$ cat config.mk
export PLATFORM = sky130hd
export DESIGN_NAME = dual_adc_reader
export DESIGN_NICKNAME = d
export VERILOG_FILES = /design/src/rtl/dar_pkg.sv /design/src/rtl/dar_clkgen.sv /design/src/rtl/dar_deser.sv /design/src/rtl/dar_seq.sv /design/src/rtl/dual_adc_reader.sv
export SDC_FILE = /design/constraint.sdc
export NUM_CORES = 1
export LEC_CHECK = 0
export ABC_AREA = 1
export CORE_MARGIN = 2
export CORE_UTILIZATION = 50
export DETAILED_ROUTE_END_ITERATION = 12
export GPL_TIMING_DRIVEN = 0
export PLACE_DENSITY_LB_ADDON = 0.2
export SETUP_SLACK_MARGIN = 0.15
export SYNTH_ARGS = -nofsm -noshare
export SYNTH_HDL_FRONTEND = slang
export SYNTH_HIERARCHICAL = 1
export SYNTH_SLANG_ARGS = --single-unit
$ cat constraint.sdc
create_clock -name clk -period 2.3 [get_ports clk]
set_clock_uncertainty 0.05 [all_clocks]
set_input_delay 0.69 -clock clk [delete_from_list [all_inputs] [get_ports clk]]
set_output_delay 0.69 -clock clk [all_outputs]
set_load 0.05 [all_outputs]
$ cat src/rtl/dar_pkg.sv
package dar_pkg;

  typedef enum logic [1:0] {
    ST_IDLE = 2'd0,
    ST_CONV = 2'd1,
    ST_TAIL = 2'd2
  } dar_state_e;

  // Frame mode, captured at the falling edge of chip select
  typedef struct packed {
    logic one_line;
    logic src_twos;
    logic dst_twos;
  } dar_mode_t;

  // MSB flips when the converter coding and the wanted coding differ
  function automatic logic coding_flip(input dar_mode_t m);
    return m.src_twos ^ m.dst_twos;
  endfunction

endpackage

$ cat src/rtl/dar_clkgen.sv
module dar_clkgen #(
  parameter int HALF_CYC = 2
) (
  input  logic clk,
  input  logic rst_n,
  input  logic run_i,
  output logic sclk_o,
  output logic rise_evt_o
);
  localparam int DW = (HALF_CYC > 1) ? $clog2(HALF_CYC) : 1;

  logic [DW-1:0] div_q;
  logic          tick;

  assign tick       = (div_q == DW'(HALF_CYC - 1));
  // named event: at this edge sclk goes high and data is sampled
  assign rise_evt_o = run_i & tick & ~sclk_o;

  always_ff @(posedge clk or negedge rst_n) begin
    if (!rst_n) begin
      div_q  <= '0;
      sclk_o <= 1'b1;
    end else if (!run_i) begin
      div_q  <= '0;
      sclk_o <= 1'b1;
    end else if (tick) begin
      div_q  <= '0;
      sclk_o <= ~sclk_o;
    end else begin
      div_q  <= div_q + 1'b1;
    end
  end

  // a rise event is followed by a high serial clock
  p_rise_high_r2: assert property (@(posedge clk) disable iff (!rst_n)
    rise_evt_o |=> sclk_o);

endmodule

$ cat src/rtl/dar_deser.sv
module dar_deser #(
  parameter int DATA_W  = 12,
  parameter int FRAME_W = 16,
  parameter int LEAD_W  = 2,
  parameter int TRAIL_W = 2,
  parameter int N_WORDS = 1
) (
  input  logic                      clk,
  input  logic                      rst_n,
  input  logic                      shift_i,
  input  logic                      din_i,
  output logic [N_WORDS*DATA_W-1:0] words_o
);
  // the leading bits of the earliest word never need storage
  localparam int SR_W = N_WORDS * FRAME_W - LEAD_W;

  logic [SR_W-1:0] sr_q;

  always_ff @(posedge clk or negedge rst_n) begin
    if (!rst_n) sr_q <= '0;
    else if (shift_i) sr_q <= {sr_q[SR_W-2:0], din_i};
  end

  // word k in arrival order; later words sit nearer the LSB
  for (genvar k = 0; k < N_WORDS; k++) begin : g_word
    assign words_o[k*DATA_W +: DATA_W] =
      sr_q[(N_WORDS-1-k)*FRAME_W + TRAIL_W +: DATA_W];
  end

endmodule

$ cat src/rtl/dar_seq.sv
module dar_seq #(
  parameter int ADDR_W    = 3,
  parameter int SEQ_DEPTH = 4,
  parameter int IDX_W     = 2
) (
  input  logic                        clk,
  input  logic                        rst_n,
  input  logic                        adv_i,
  input  logic                        hold_i,
  input  logic                        seq_en_i,
  input  logic [IDX_W-1:0]            last_i,
  input  logic [SEQ_DEPTH*ADDR_W-1:0] list_i,
  input  logic [ADDR_W-1:0]           fixed_addr_i,
  input  logic                        diff_mode_i,
  output logic [ADDR_W-1:0]           addr_o,
  output logic                        diff_o
);
  logic [IDX_W-1:0] idx_q, idx_nx;

  function automatic logic [ADDR_W-1:0] pick(input logic [SEQ_DEPTH*ADDR_W-1:0] lst,
                                             input logic [IDX_W-1:0] i);
    return lst[i*ADDR_W +: ADDR_W];
  endfunction

  always_comb begin
    idx_nx = idx_q;
    if (adv_i && seq_en_i) idx_nx = (idx_q >= last_i) ? '0 : idx_q + 1'b1;
  end

  always_ff @(posedge clk or negedge rst_n) begin
    if (!rst_n) begin
      idx_q  <= '0;
      addr_o <= '0;
      diff_o <= 1'b0;
    end else begin
      idx_q <= idx_nx;
      if (!hold_i) begin
        addr_o <= seq_en_i ? pick(list_i, idx_nx) : fixed_addr_i;
        diff_o <= diff_mode_i;
      end
    end
  end

  // the index wraps to zero after the last entry
  p_idx_wrap_r8: assert property (@(posedge clk) disable iff (!rst_n)
    (adv_i && seq_en_i && idx_q >= last_i) |=> (idx_q == '0));

endmodule

$ cat src/rtl/dual_adc_reader.sv
module dual_adc_reader
  import dar_pkg::*;
#(
  parameter int DATA_W    = 12,
  parameter int LEAD_W    = 2,
  parameter int TRAIL_W   = 2,
  parameter int HALF_CYC  = 2,
  parameter int ADDR_W    = 3,
  parameter int SEQ_DEPTH = 4,
  parameter int QUIET_W   = 8
) (
  input  logic                        clk,
  input  logic                        rst_n,
  input  logic                        start_i,
  input  logic                        sleep_i,
  input  logic                        one_line_i,
  input  logic                        diff_mode_i,
  input  logic                        range_twos_i,
  input  logic                        want_twos_i,
  input  logic                        seq_en_i,
  input  logic [ADDR_W-1:0]           fixed_addr_i,
  input  logic [SEQ_DEPTH*ADDR_W-1:0] seq_list_i,
  input  logic [$clog2(SEQ_DEPTH)-1:0] seq_last_i,
  input  logic [QUIET_W-1:0]          quiet_i,
  input  logic                        sdata_a_i,
  input  logic                        sdata_b_i,
  output logic                        cs_n_o,
  output logic                        sclk_o,
  output logic [ADDR_W-1:0]           addr_o,
  output logic                        diff_o,
  output logic [DATA_W-1:0]           res_a_o,
  output logic [DATA_W-1:0]           res_b_o,
  output logic [ADDR_W-1:0]           res_addr_o,
  output logic                        res_valid_o
);
  localparam int FRAME_W = LEAD_W + DATA_W + TRAIL_W;
  localparam int SR_BITS = 2 * FRAME_W;
  localparam int CNT_W   = $clog2(SR_BITS + 1);
  localparam int HCNT_W  = (HALF_CYC > 1) ? $clog2(HALF_CYC) : 1;
  localparam int IDX_W   = $clog2(SEQ_DEPTH);

  dar_state_e          state_q, state_nx;
  dar_mode_t           mode_q;
  logic [CNT_W-1:0]    bit_cnt_q, last_bit;
  logic [HCNT_W-1:0]   tail_q;
  logic [QUIET_W-1:0]  quiet_q;
  logic                pend_q, auto_q, req;
  logic                launch, frame_done, rise_evt, run, hold;
  logic [2*DATA_W-1:0] lane_a_w;
  logic [DATA_W-1:0]   lane_b_w;

  function automatic logic [DATA_W-1:0] recode(input logic [DATA_W-1:0] raw,
                                               input dar_mode_t m);
    logic [DATA_W-1:0] r;
    r = raw;
    r[DATA_W-1] = raw[DATA_W-1] ^ coding_flip(m);
    return r;
  endfunction

  assign req      = start_i | pend_q | (auto_q & ~sleep_i);
  assign run      = (state_q == ST_CONV);
  assign hold     = (state_nx != ST_IDLE);
  assign last_bit = mode_q.one_line ? CNT_W'(SR_BITS - 1) : CNT_W'(FRAME_W - 1);

  always_comb begin
    state_nx   = state_q;
    launch     = 1'b0;
    frame_done = 1'b0;
    case (state_q)
      ST_IDLE: if (quiet_q == '0 && req) begin
        launch   = 1'b1;
        state_nx = ST_CONV;
      end
      ST_CONV: if (rise_evt && bit_cnt_q == last_bit) state_nx = ST_TAIL;
      ST_TAIL: if (tail_q == HCNT_W'(HALF_CYC - 1)) begin
        frame_done = 1'b1;
        state_nx   = ST_IDLE;
      end
      default: state_nx = ST_IDLE;
    endcase
  end

  always_ff @(posedge clk or negedge rst_n) begin
    if (!rst_n) begin
      state_q   <= ST_IDLE;
      cs_n_o    <= 1'b1;
      mode_q    <= '0;
      bit_cnt_q <= '0;
      tail_q    <= '0;
      quiet_q   <= '0;
      pend_q    <= 1'b0;
      auto_q    <= 1'b0;
    end else begin
      state_q <= state_nx;
      cs_n_o  <= ~hold;
      pend_q  <= (pend_q | start_i) & ~launch;
      if (sleep_i) auto_q <= 1'b0;
      else if (launch) auto_q <= 1'b1;
      if (launch) begin
        mode_q    <= '{one_line: one_line_i, src_twos: range_twos_i, dst_twos: want_twos_i};
        bit_cnt_q <= '0;
      end else if (rise_evt) begin
        bit_cnt_q <= bit_cnt_q + 1'b1;
      end
      tail_q <= (state_q == ST_TAIL) ? tail_q + 1'b1 : '0;
      if (frame_done) quiet_q <= quiet_i;
      else if (state_q == ST_IDLE && quiet_q != '0) quiet_q <= quiet_q - 1'b1;
    end
  end

  always_ff @(posedge clk or negedge rst_n) begin
    if (!rst_n) begin
      res_a_o     <= '0;
      res_b_o     <= '0;
      res_addr_o  <= '0;
      res_valid_o <= 1'b0;
    end else begin
      res_valid_o <= frame_done;
      if (launch) res_addr_o <= addr_o;
      if (frame_done) begin
        res_a_o <= recode(mode_q.one_line ? lane_a_w[0 +: DATA_W] : lane_a_w[DATA_W +: DATA_W], mode_q);
        res_b_o <= recode(mode_q.one_line ? lane_a_w[DATA_W +: DATA_W] : lane_b_w, mode_q);
      end
    end
  end

  dar_clkgen #(.HALF_CYC(HALF_CYC)) u_clk (
    .clk(clk), .rst_n(rst_n), .run_i(run), .sclk_o(sclk_o), .rise_evt_o(rise_evt)
  );

  dar_deser #(.DATA_W(DATA_W), .FRAME_W(FRAME_W), .LEAD_W(LEAD_W), .TRAIL_W(TRAIL_W),
              .N_WORDS(2)) u_lane_a (
    .clk(clk), .rst_n(rst_n), .shift_i(rise_evt), .din_i(sdata_a_i), .words_o(lane_a_w)
  );

  dar_deser #(.DATA_W(DATA_W), .FRAME_W(FRAME_W), .LEAD_W(LEAD_W), .TRAIL_W(TRAIL_W),
              .N_WORDS(1)) u_lane_b (
    .clk(clk), .rst_n(rst_n), .shift_i(rise_evt), .din_i(sdata_b_i), .words_o(lane_b_w)
  );

  dar_seq #(.ADDR_W(ADDR_W), .SEQ_DEPTH(SEQ_DEPTH), .IDX_W(IDX_W)) u_seq (
    .clk(clk), .rst_n(rst_n), .adv_i(frame_done), .hold_i(hold), .seq_en_i(seq_en_i),
    .last_i(seq_last_i), .list_i(seq_list_i), .fixed_addr_i(fixed_addr_i),
    .diff_mode_i(diff_mode_i), .addr_o(addr_o), .diff_o(diff_o)
  );

  // ---- checker state, independent of the frame counters ----
  logic             sclk_prev;
  logic [CNT_W-1:0] rise_chk;
  logic [QUIET_W:0] gap_chk;
  logic [QUIET_W-1:0] quiet_lat;

  always_ff @(posedge clk or negedge rst_n) begin
    if (!rst_n) begin
      sclk_prev <= 1'b1;
      rise_chk  <= '0;
      gap_chk   <= '0;
      quiet_lat <= '0;
    end else begin
      sclk_prev <= sclk_o;
      if (launch) rise_chk <= '0;
      else if (sclk_o && !sclk_prev && !cs_n_o) rise_chk <= rise_chk + 1'b1;
      if (!cs_n_o) gap_chk <= '0;
      else if (gap_chk != '1) gap_chk <= gap_chk + 1'b1;
      if (frame_done) quiet_lat <= quiet_i;
    end
  end

  // serial clock idles high outside a frame
  p_sclk_idle_r2: assert property (@(posedge clk) disable iff (!rst_n)
    cs_n_o |-> sclk_o);

  // the number of rising edges matches the frame length
  p_frame_len_r2: assert property (@(posedge clk) disable iff (!rst_n)
    res_valid_o |-> (rise_chk == (mode_q.one_line ? CNT_W'(SR_BITS) : CNT_W'(FRAME_W))));

  // valid is a single-cycle pulse at chip select rise
  p_valid_pulse_r5: assert property (@(posedge clk) disable iff (!rst_n)
    res_valid_o |-> (cs_n_o && !$past(cs_n_o)) ##1 !res_valid_o);

  // address and mode pins hold during a frame
  p_addr_hold_r7: assert property (@(posedge clk) disable iff (!rst_n)
    (!cs_n_o && !$past(cs_n_o)) |-> ($stable(addr_o) && $stable(diff_o)));

  // the quiet gap is honoured
  p_quiet_gap_r10: assert property (@(posedge clk) disable iff (!rst_n)
    $fell(cs_n_o) |-> (gap_chk >= ({1'b0, quiet_lat} + 1'b1)));

  // sleeping with no request keeps chip select high
  p_sleep_idle_r11: assert property (@(posedge clk) disable iff (!rst_n)
    (state_q == ST_IDLE && sleep_i && !start_i && !pend_q) |=> cs_n_o);

endmodule

==> results by group, run 1 <==
Logic synthesis
  • Synthesized area per cell: 8.10 um2
  • Synth async-reset ratio: 100%
  • Post-synth EDFFs: 0
  • Post-synth cell types: 32
  • #FFs+latches synth: 103
  • Post-Syn Instances: around 640
  • Ys flop type: dfrtp_1
  • Syn_nets: 678
  • Yosys warns: 6
  • Synth Cell Area: 5160 um2
  • Sequential share of the synthesized area: 50.0%

Detailed routing
  • Remaining DRCs: 0
  • First-pass DRT Iterations: 4
  • Drt via density: 4.81
  • Vias: 4142
  • Initial DRC Count: 214
  • Routed wire length per instance: 12.8 um
  • Antenna-violating nets left: 0
  • Detailed Route WL: 11000 um

Global routing
  • Initial antenna violation count: 0
  • First-pass GRT wire length: between 15000 and 20000 um
  • GRT Overall Usage: 21.3%
  • Largest net degree at the start of global routing: 54
  • GRT Residual Overflow: 0
  • Vias in the first global route: 4021

Setup path
  • Crit path DAT: 1.31 ns
  • Start of the worst register-to-register path: state_q[1]
  • CP Launch Point: res_b_o[6]
  • Max stage delay on crit path: 0.54 ns
  • Critical Path RT: 1.56 ns
  • Crit-path max FO: 2
  • CP endpoint kind: output port
  • Worst setup path class: reg2out
  • CP bufs+invs: 1
  • Worst-path cell chain: dlygate4sd2_1
  • Setup crit start kind: register
  • Crit path max-delay family: buffers and inverters
  • CP max-delay cell: dlygate4sd2_1

Power
  • Lkg Pwr: about 0.0033 uW
  • Maximum vdd drop: roughly 410 uV
  • Pwr Density: 505 nW/um2

Floorplan
  • I/O pin cnt: 70
  • Die H: 106 um
  • Core ar.: 10200 um2
  • Die area: 11200 um2
  • Initial Utilization: 50.7%
  • Width of the chip: 106 um
  • Row count: 37

Clock network
  • Clk slew on worst S/H paths: ~0.09 ns
  • Root Buffer: clkbuf_8
  • Clock H-tree levels: 3
  • Cts bufs inserted: 9
  • CTS tree: built
  • Hold-fix buffers, CTS: 0
  • Clk_lat worst skew: 0.37 ns
  • Clock Sinks: 103
  • Worst-case clock buffer depth: 2

Timing
  • Slew Limit Fails: 0
  • Slew headroom: 54.3%
  • Hold slack: about 0.30 ns
  • Final worst-path cycle share: around nine tenths
  • RSZ-0062 raised after global routing: yes
  • Tmin final: roughly 2.1 ns
  • Endpoints failing setup: 0
  • Least-Margin Pin Slew: 0.685 ns
  • Max Fclk: 487 MHz
  • Fin. Hold Viols: 0
  • Min setup slack post-route: 0.246 ns

Layout
  • Final instance area: 6230 um2
  • Area Overhead vs Synth: 20.7%
  • Layout cells sized above 1: 17.1%
  • Commonest non-fill, non-tap cell in the layout: nand2_1
  • Nets@finish: 761
  • Commonest non-fill, non-tap cells in the layout: nand2_1, dfrtp_1, inv_1
  • # diodes: 0

Place
  • DP Worst Slack: -0.273 ns
  • Hpwl dp: around 8000 um
  • Dpl cell area: around 6000 um2
  • Placer congestion estimate: 0.801
  • PortBufs: 68

Flow run
  • Max Cap Viol: 0

Min path
  • Hold crit path type: in2async

Run status
  • Outcome: completed
## cell families (layout without fill, tap and decap cells)
logic type               Yosys count  count (layout)  synth area share, %
AND/OR/NAND/NOR                  346             347                 28.7
adder cells (fa/ha/maj)            5               5                 1.21
XOR/XNOR                           4               4                0.679
AO/OA/AOI/OAI                     57              57                 6.71
multiplexers                       1               1                0.218
buffers and inverters            121             208                 12.5
flip-flops                       103             103                 50.0
## cells in the mapped netlist (5+ instances only)
cell / n / area (um2)
o31ai_1: 12 / 90.1
dfrtp_1: 101 / 2530
nand3_1: 37 / 185
o21ai_0: 18 / 90.1
nand2_2: 9 / 56.3
nor2_1: 47 / 176
nand2_1: 231 / 867
inv_1: 54 / 203
buf_4: 38 / 285
buf_2: 13 / 65.1
o21ai_1: 18 / 90.1
nand3_2: 6 / 60.1
inv_2: 8 / 30.0
ha_1: 5 / 62.6
## sequential cells by signal (all words and copies together) (netlist names)
name,cells
u_lane_a/sr_q,30
u_lane_b/sr_q,14
res_a_o,12
res_b_o,12
quiet_q,8
bit_cnt_q,6
mode_q,3
res_addr_o,3
u_seq/addr_o,3
state_q,2
u_seq/idx_q,2
auto_q,1
cs_n_o,1
pend_q,1
res_valid_o,1
tail_q,1
u_clk/div_q,1
u_clk/sclk_o,1
u_seq/diff_o,1
## through the flow
| stage | instances | utilization, % | TNS [ns] | power [uW] |
|---|---|---|---|---|
| final | 861 | 61.2 | 0 | 3150 |
| after global routing | 861 | 61.2 | 0 | 3300 |
| after CTS | 859 | 60.9 | 0 | 3190 |
| after detailed placement | 842 | 59.3 | -0.629 | 2060 |
| after global placement | 841 | 59.1 | -347.74 | 2050 |
| after floorplan | 637 | - | 0 | 1950 |
## cell type report
type                    count  area [um2]
fillers                   919        3950
well taps                 136         170
multi-input cells         414        1970
flip-flops and latches    103        2580
clock buffers              12         145
repair buffers             71         683
plain buffers              59         410
inverters                  62         233
clock inverters             4        45.0
## per-layer routing
metal	track usage (%)	share of wire, %	up-vias
li1	-	-	2107
met1	30.2	48	1949
met2	33.0	45	74
met3	5.32	5.8	12
met4	5.36	1.2	0
met5	0	0	-
## worst paths after layout
path                                 to  slack [ns]  cells past startpoint
min                          quiet_q[2]        0.30                      1
max in group asynchronous  u_clk/sclk_o        1.19                      2
min in group clk                 tail_q        0.41                      1
max                          res_b_o[6]        0.25                      1
max reg2reg                u_seq/diff_o        0.27                     10
min reg2reg                      tail_q        0.41                      1
## where the power goes
part / switching (uW) / internal (uW)
combinational: 79.0 / 98.0
clock: 596 / 529
sequential: 15.5 / 1830
## what timing repair did
item,CTS,global route
gates resized for setup,38,5
cloned,0,1
pin swaps,1,0
buffers inserted,1,1
setup endpoints to repair,38,4
No activity file was read; power rests on OpenSTA's default activity.
==> run 2, diff against run 1 <==
--- a/config.mk
+++ b/config.mk
@@ -6,13 +6,14 @@
 export NUM_CORES = 1
 export LEC_CHECK = 0
 export ABC_AREA = 1
+export CAP_MARGIN = 0
 export CORE_MARGIN = 2
-export CORE_UTILIZATION = 50
+export CORE_UTILIZATION = 49
 export DETAILED_ROUTE_END_ITERATION = 12
 export GPL_TIMING_DRIVEN = 0
+export HOLD_SLACK_MARGIN = 0.08
 export PLACE_DENSITY_LB_ADDON = 0.2
 export SETUP_SLACK_MARGIN = 0.15
 export SYNTH_ARGS = -nofsm -noshare
 export SYNTH_HDL_FRONTEND = slang
-export SYNTH_HIERARCHICAL = 1
 export SYNTH_SLANG_ARGS = --single-unit
==> results by group, run 2 <==
Run status
  • Outcome: completed

Logic synthesis
  • Ys flop type: dfrtp_1
  • Synthesized area per cell: 8.29 um2
  • Largest family of logic cells by synthesized area: simple AND/OR/NAND/NOR gates
  • Synth area leader: dfrtp_1
  • Post-synth cell types: 37
  • Synth top cells by count: nand2_1, dfrtp_1, o21ai_0
  • Sequential share of the synthesized area: 54.5%
  • Synth async-reset ratio: 100%
  • Post-Syn Instances: 571
  • Simple-Gate Fraction of Synth Area: 23.9%
  • Synth top area share: about 53%
  • Post-synthesis adder-cell area fraction: 1.06%
  • Mux cell area share after synthesis: 0%
  • Yosys warns: 0
  • Synth Cell Area: between 4000 and 5000 um2
  • Synth top area cells: dfrtp_1, nand2_1, o21ai_0, inv_1, nand3_1
  • Syn_nets: 611
  • Most frequent cell after synthesis: nand2_1
  • Post-Synth XOR/XNOR Area: less than 1%
  • Fraction of the mapped netlist area in compound gates: about an eighth
  • #FFs+latches synth: a little over 100
  • Post-synth EDFFs: 0

Setup path
  • R2R depth: 10
  • CP max-delay cell: dlygate4sd2_1
  • Start of the worst register-to-register path: quiet_q[0]
  • Max stage delay on crit path: approximately 0.55 ns
  • Critical Path RT: 1.56 ns
  • Reg-to-Reg End: res_addr_o[1]
  • Worst setup path class: reg2out
  • CP endpoint kind: output port
  • Worst-path cell chain: dlygate4sd2_1
  • CP bufs+invs: 1
  • Setup crit start kind: register
  • Internal reg-to-reg setup slack: 0.42 ns
  • Crit path max-delay family: buffers and inverters
  • Crit path DAT: 1.31 ns
  • Crit-path max FO: 3

Detailed routing
  • Detailed Route WL: 10400 um
  • Remaining DRCs: 0
  • Initial DRC Count: between 100 and 150
  • Antenna-violating nets left: 0
  • Drt via density: ~5.0
  • Vias: 3951
  • Routed wire length per instance: 13.3 um
  • First-pass DRT Iterations: 4

Layout
  • Largest Register: u_lane_a.sr_q
  • Final instance area: 5810 um2
  • Core Util, Final: between 60 and 70%
  • Commonest non-fill, non-tap cells in the layout: nand2_1, dfrtp_1, o21ai_0
  • # fillers: slightly below 900
  • Nets@finish: just under 700
  • Area Overhead vs Synth: 22.9%
  • Layout cells sized above 1: 9.27%
  • Commonest non-fill, non-tap cell in the layout: nand2_1
  • Largest register FFs: 30
  • Leading registers by flop count: u_lane_a.sr_q (30), u_lane_b.sr_q (14)
  • # diodes: 0

Timing
  • Final worst-path cycle share: between 80% and 90%
  • Slew headroom: between 60 and 70%
  • Endpoints failing setup: 0
  • Tmin final: 2.05 ns
  • Fin. Hold Viols: 0
  • Max Fclk: 487 MHz
  • RSZ-0062 raised after global routing: no
  • Hold slack: about 0.20 ns
  • Least-Margin Pin Slew: 0.540 ns
  • Slew Limit Fails: 0

Clock network
  • CTS tree: built
  • Clk slew on worst S/H paths: about 0.1 ns
  • Root Buffer: clkbuf_8
  • Cts bufs inserted: 9
  • Worst-case clock buffer depth: 2
  • Clk_lat worst skew: 0.38 ns
  • Clock H-tree levels: 3
  • Clock Sinks: 103
  • Hold-fix buffers, CTS: 0

Power
  • Switching pwr: 1650 uW
  • Pwr Density: 824 nW/um2
  • Seq pwr share: 45.4%
  • Maximum vdd drop: 512 uV
  • Combinational power share: between 20% and 30%
  • Lkg Pwr: 0.00290 uW
  • Clk network pwr share: about a quarter
  • Sw frac: 34.5%
  • Int Power: 3140 uW

Floorplan
  • I/O pin cnt: 70
  • Width of the chip: 102 um
  • Row count: 35
  • Die H: 102 um
  • Core ar.: 9280 um2
  • Initial Utilization: 51.0%
  • Die area: ~10000 um2

Global routing
  • First-pass GRT wire length: 18000 um
  • Initial antenna violation count: 0
  • GRT Overall Usage: 22.1%
  • Vias in the first global route: 3900
  • GRT Residual Overflow: 0
  • Largest net degree at the start of global routing: 72

Place
  • PortBufs: 69
  • Placer congestion estimate: 0.844
  • Dpl cell area: 5610 um2
  • Hpwl dp: 7720 um

Min path
  • Hold crit path type: in2async

Flow run
  • Max Cap Viol: 0
[run 2: changes by cell type in the layout (fill, tap and decap cells not counted), moves of 9 or more]
cell,change
o21ai_0,+63
o21ai_1,-17
o31ai_1,-11
inv_1,+9
buf_4,-39
nor2_1,-25
nand3_1,-12
nand2_1,-35
[run 2: timing repair]
action                                  4_1_cts  5_1_grt
gates resized for setup                      36        6
pin swaps                                     0        7
endpoints found under the setup margin       34        4
buffers inserted                              0        1
[run 2: cells by family (layout without fill, tap and decap cells)]
group | Yosys count | count (layout)
flip-flops | 103 | 103
AND/OR/NAND/NOR | 266 | 266
adder cells (fa/ha/maj) | 4 | 4
buffers and inverters | 91 | 178
AO/OA/AOI/OAI | 104 | 104
XOR/XNOR | 3 | 3
[run 2: power by group through the flow]
stage / Combinational, uW / Sequential [uW] / Clock [uW]
2_1_floorplan: 818 / 2330 / 0
3_3_place_gp: 1330 / 2200 / 0
3_5_place_dp: 1380 / 2200 / 0
4_1_cts: 1350 / 2180 / 1310
5_1_grt: 1520 / 2210 / 1390
6_report: 1330 / 2180 / 1280
[run 2: worst max-delay path by stage]
stage | from | endpoint | cells after the start
after floorplan | seq_last_i[1] | u_seq.addr_o[0] | 11
after global placement | rst_n | u_lane_a.sr_q[0] | 1
after detailed placement | seq_last_i[1] | u_seq.addr_o[2] | 12
after CTS | u_clk.sclk_o | sclk_o | 1
after global routing | seq_last_i[1] | u_seq.addr_o[2] | 12
final | u_seq.addr_o[0] | addr_o[0] | 1
[run 2: layout make-up]
class                   instances  area [um2]  share of cell area (%)
plain buffers                  22         106                    1.83
inverters                      69         259                    4.46
clock inverters                 7         105                    1.81
clock buffers                   9         124                    2.13
multi-input cells             377        1800                    30.9
repair buffers                 71         682                    11.7
flip-flops and latches        103        2580                    44.4
well taps                     129         161                    2.78
[run 2: layer usage]
layer | vias up | track usage, % | share of wire, %
met1 | 1902 | 30.0 | 46
met4 | 0 | 5.03 | 0.75
met3 | 5 | 5.81 | 4.4
met5 | - | 0 | 0
li1 | 1974 | - | -
met2 | 70 | 36.0 | 49
[run 2: stage by stage]
| stage | setup WS, ns | std cells | setup TNS (ns) | total power (uW) |
|---|---|---|---|---|
| floorplan | 0.511 | 571 | 0 | 3140 |
| global placement | -3.31 | 769 | -337.90 | 3530 |
| detailed placement | -0.181 | 770 | -0.487 | 3580 |
| CTS | 0.0228 | 786 | 0 | 4830 |
| global route | 0.163 | 787 | 0 | 5120 |
| finish | 0.245 | 787 | 0 | 4790 |
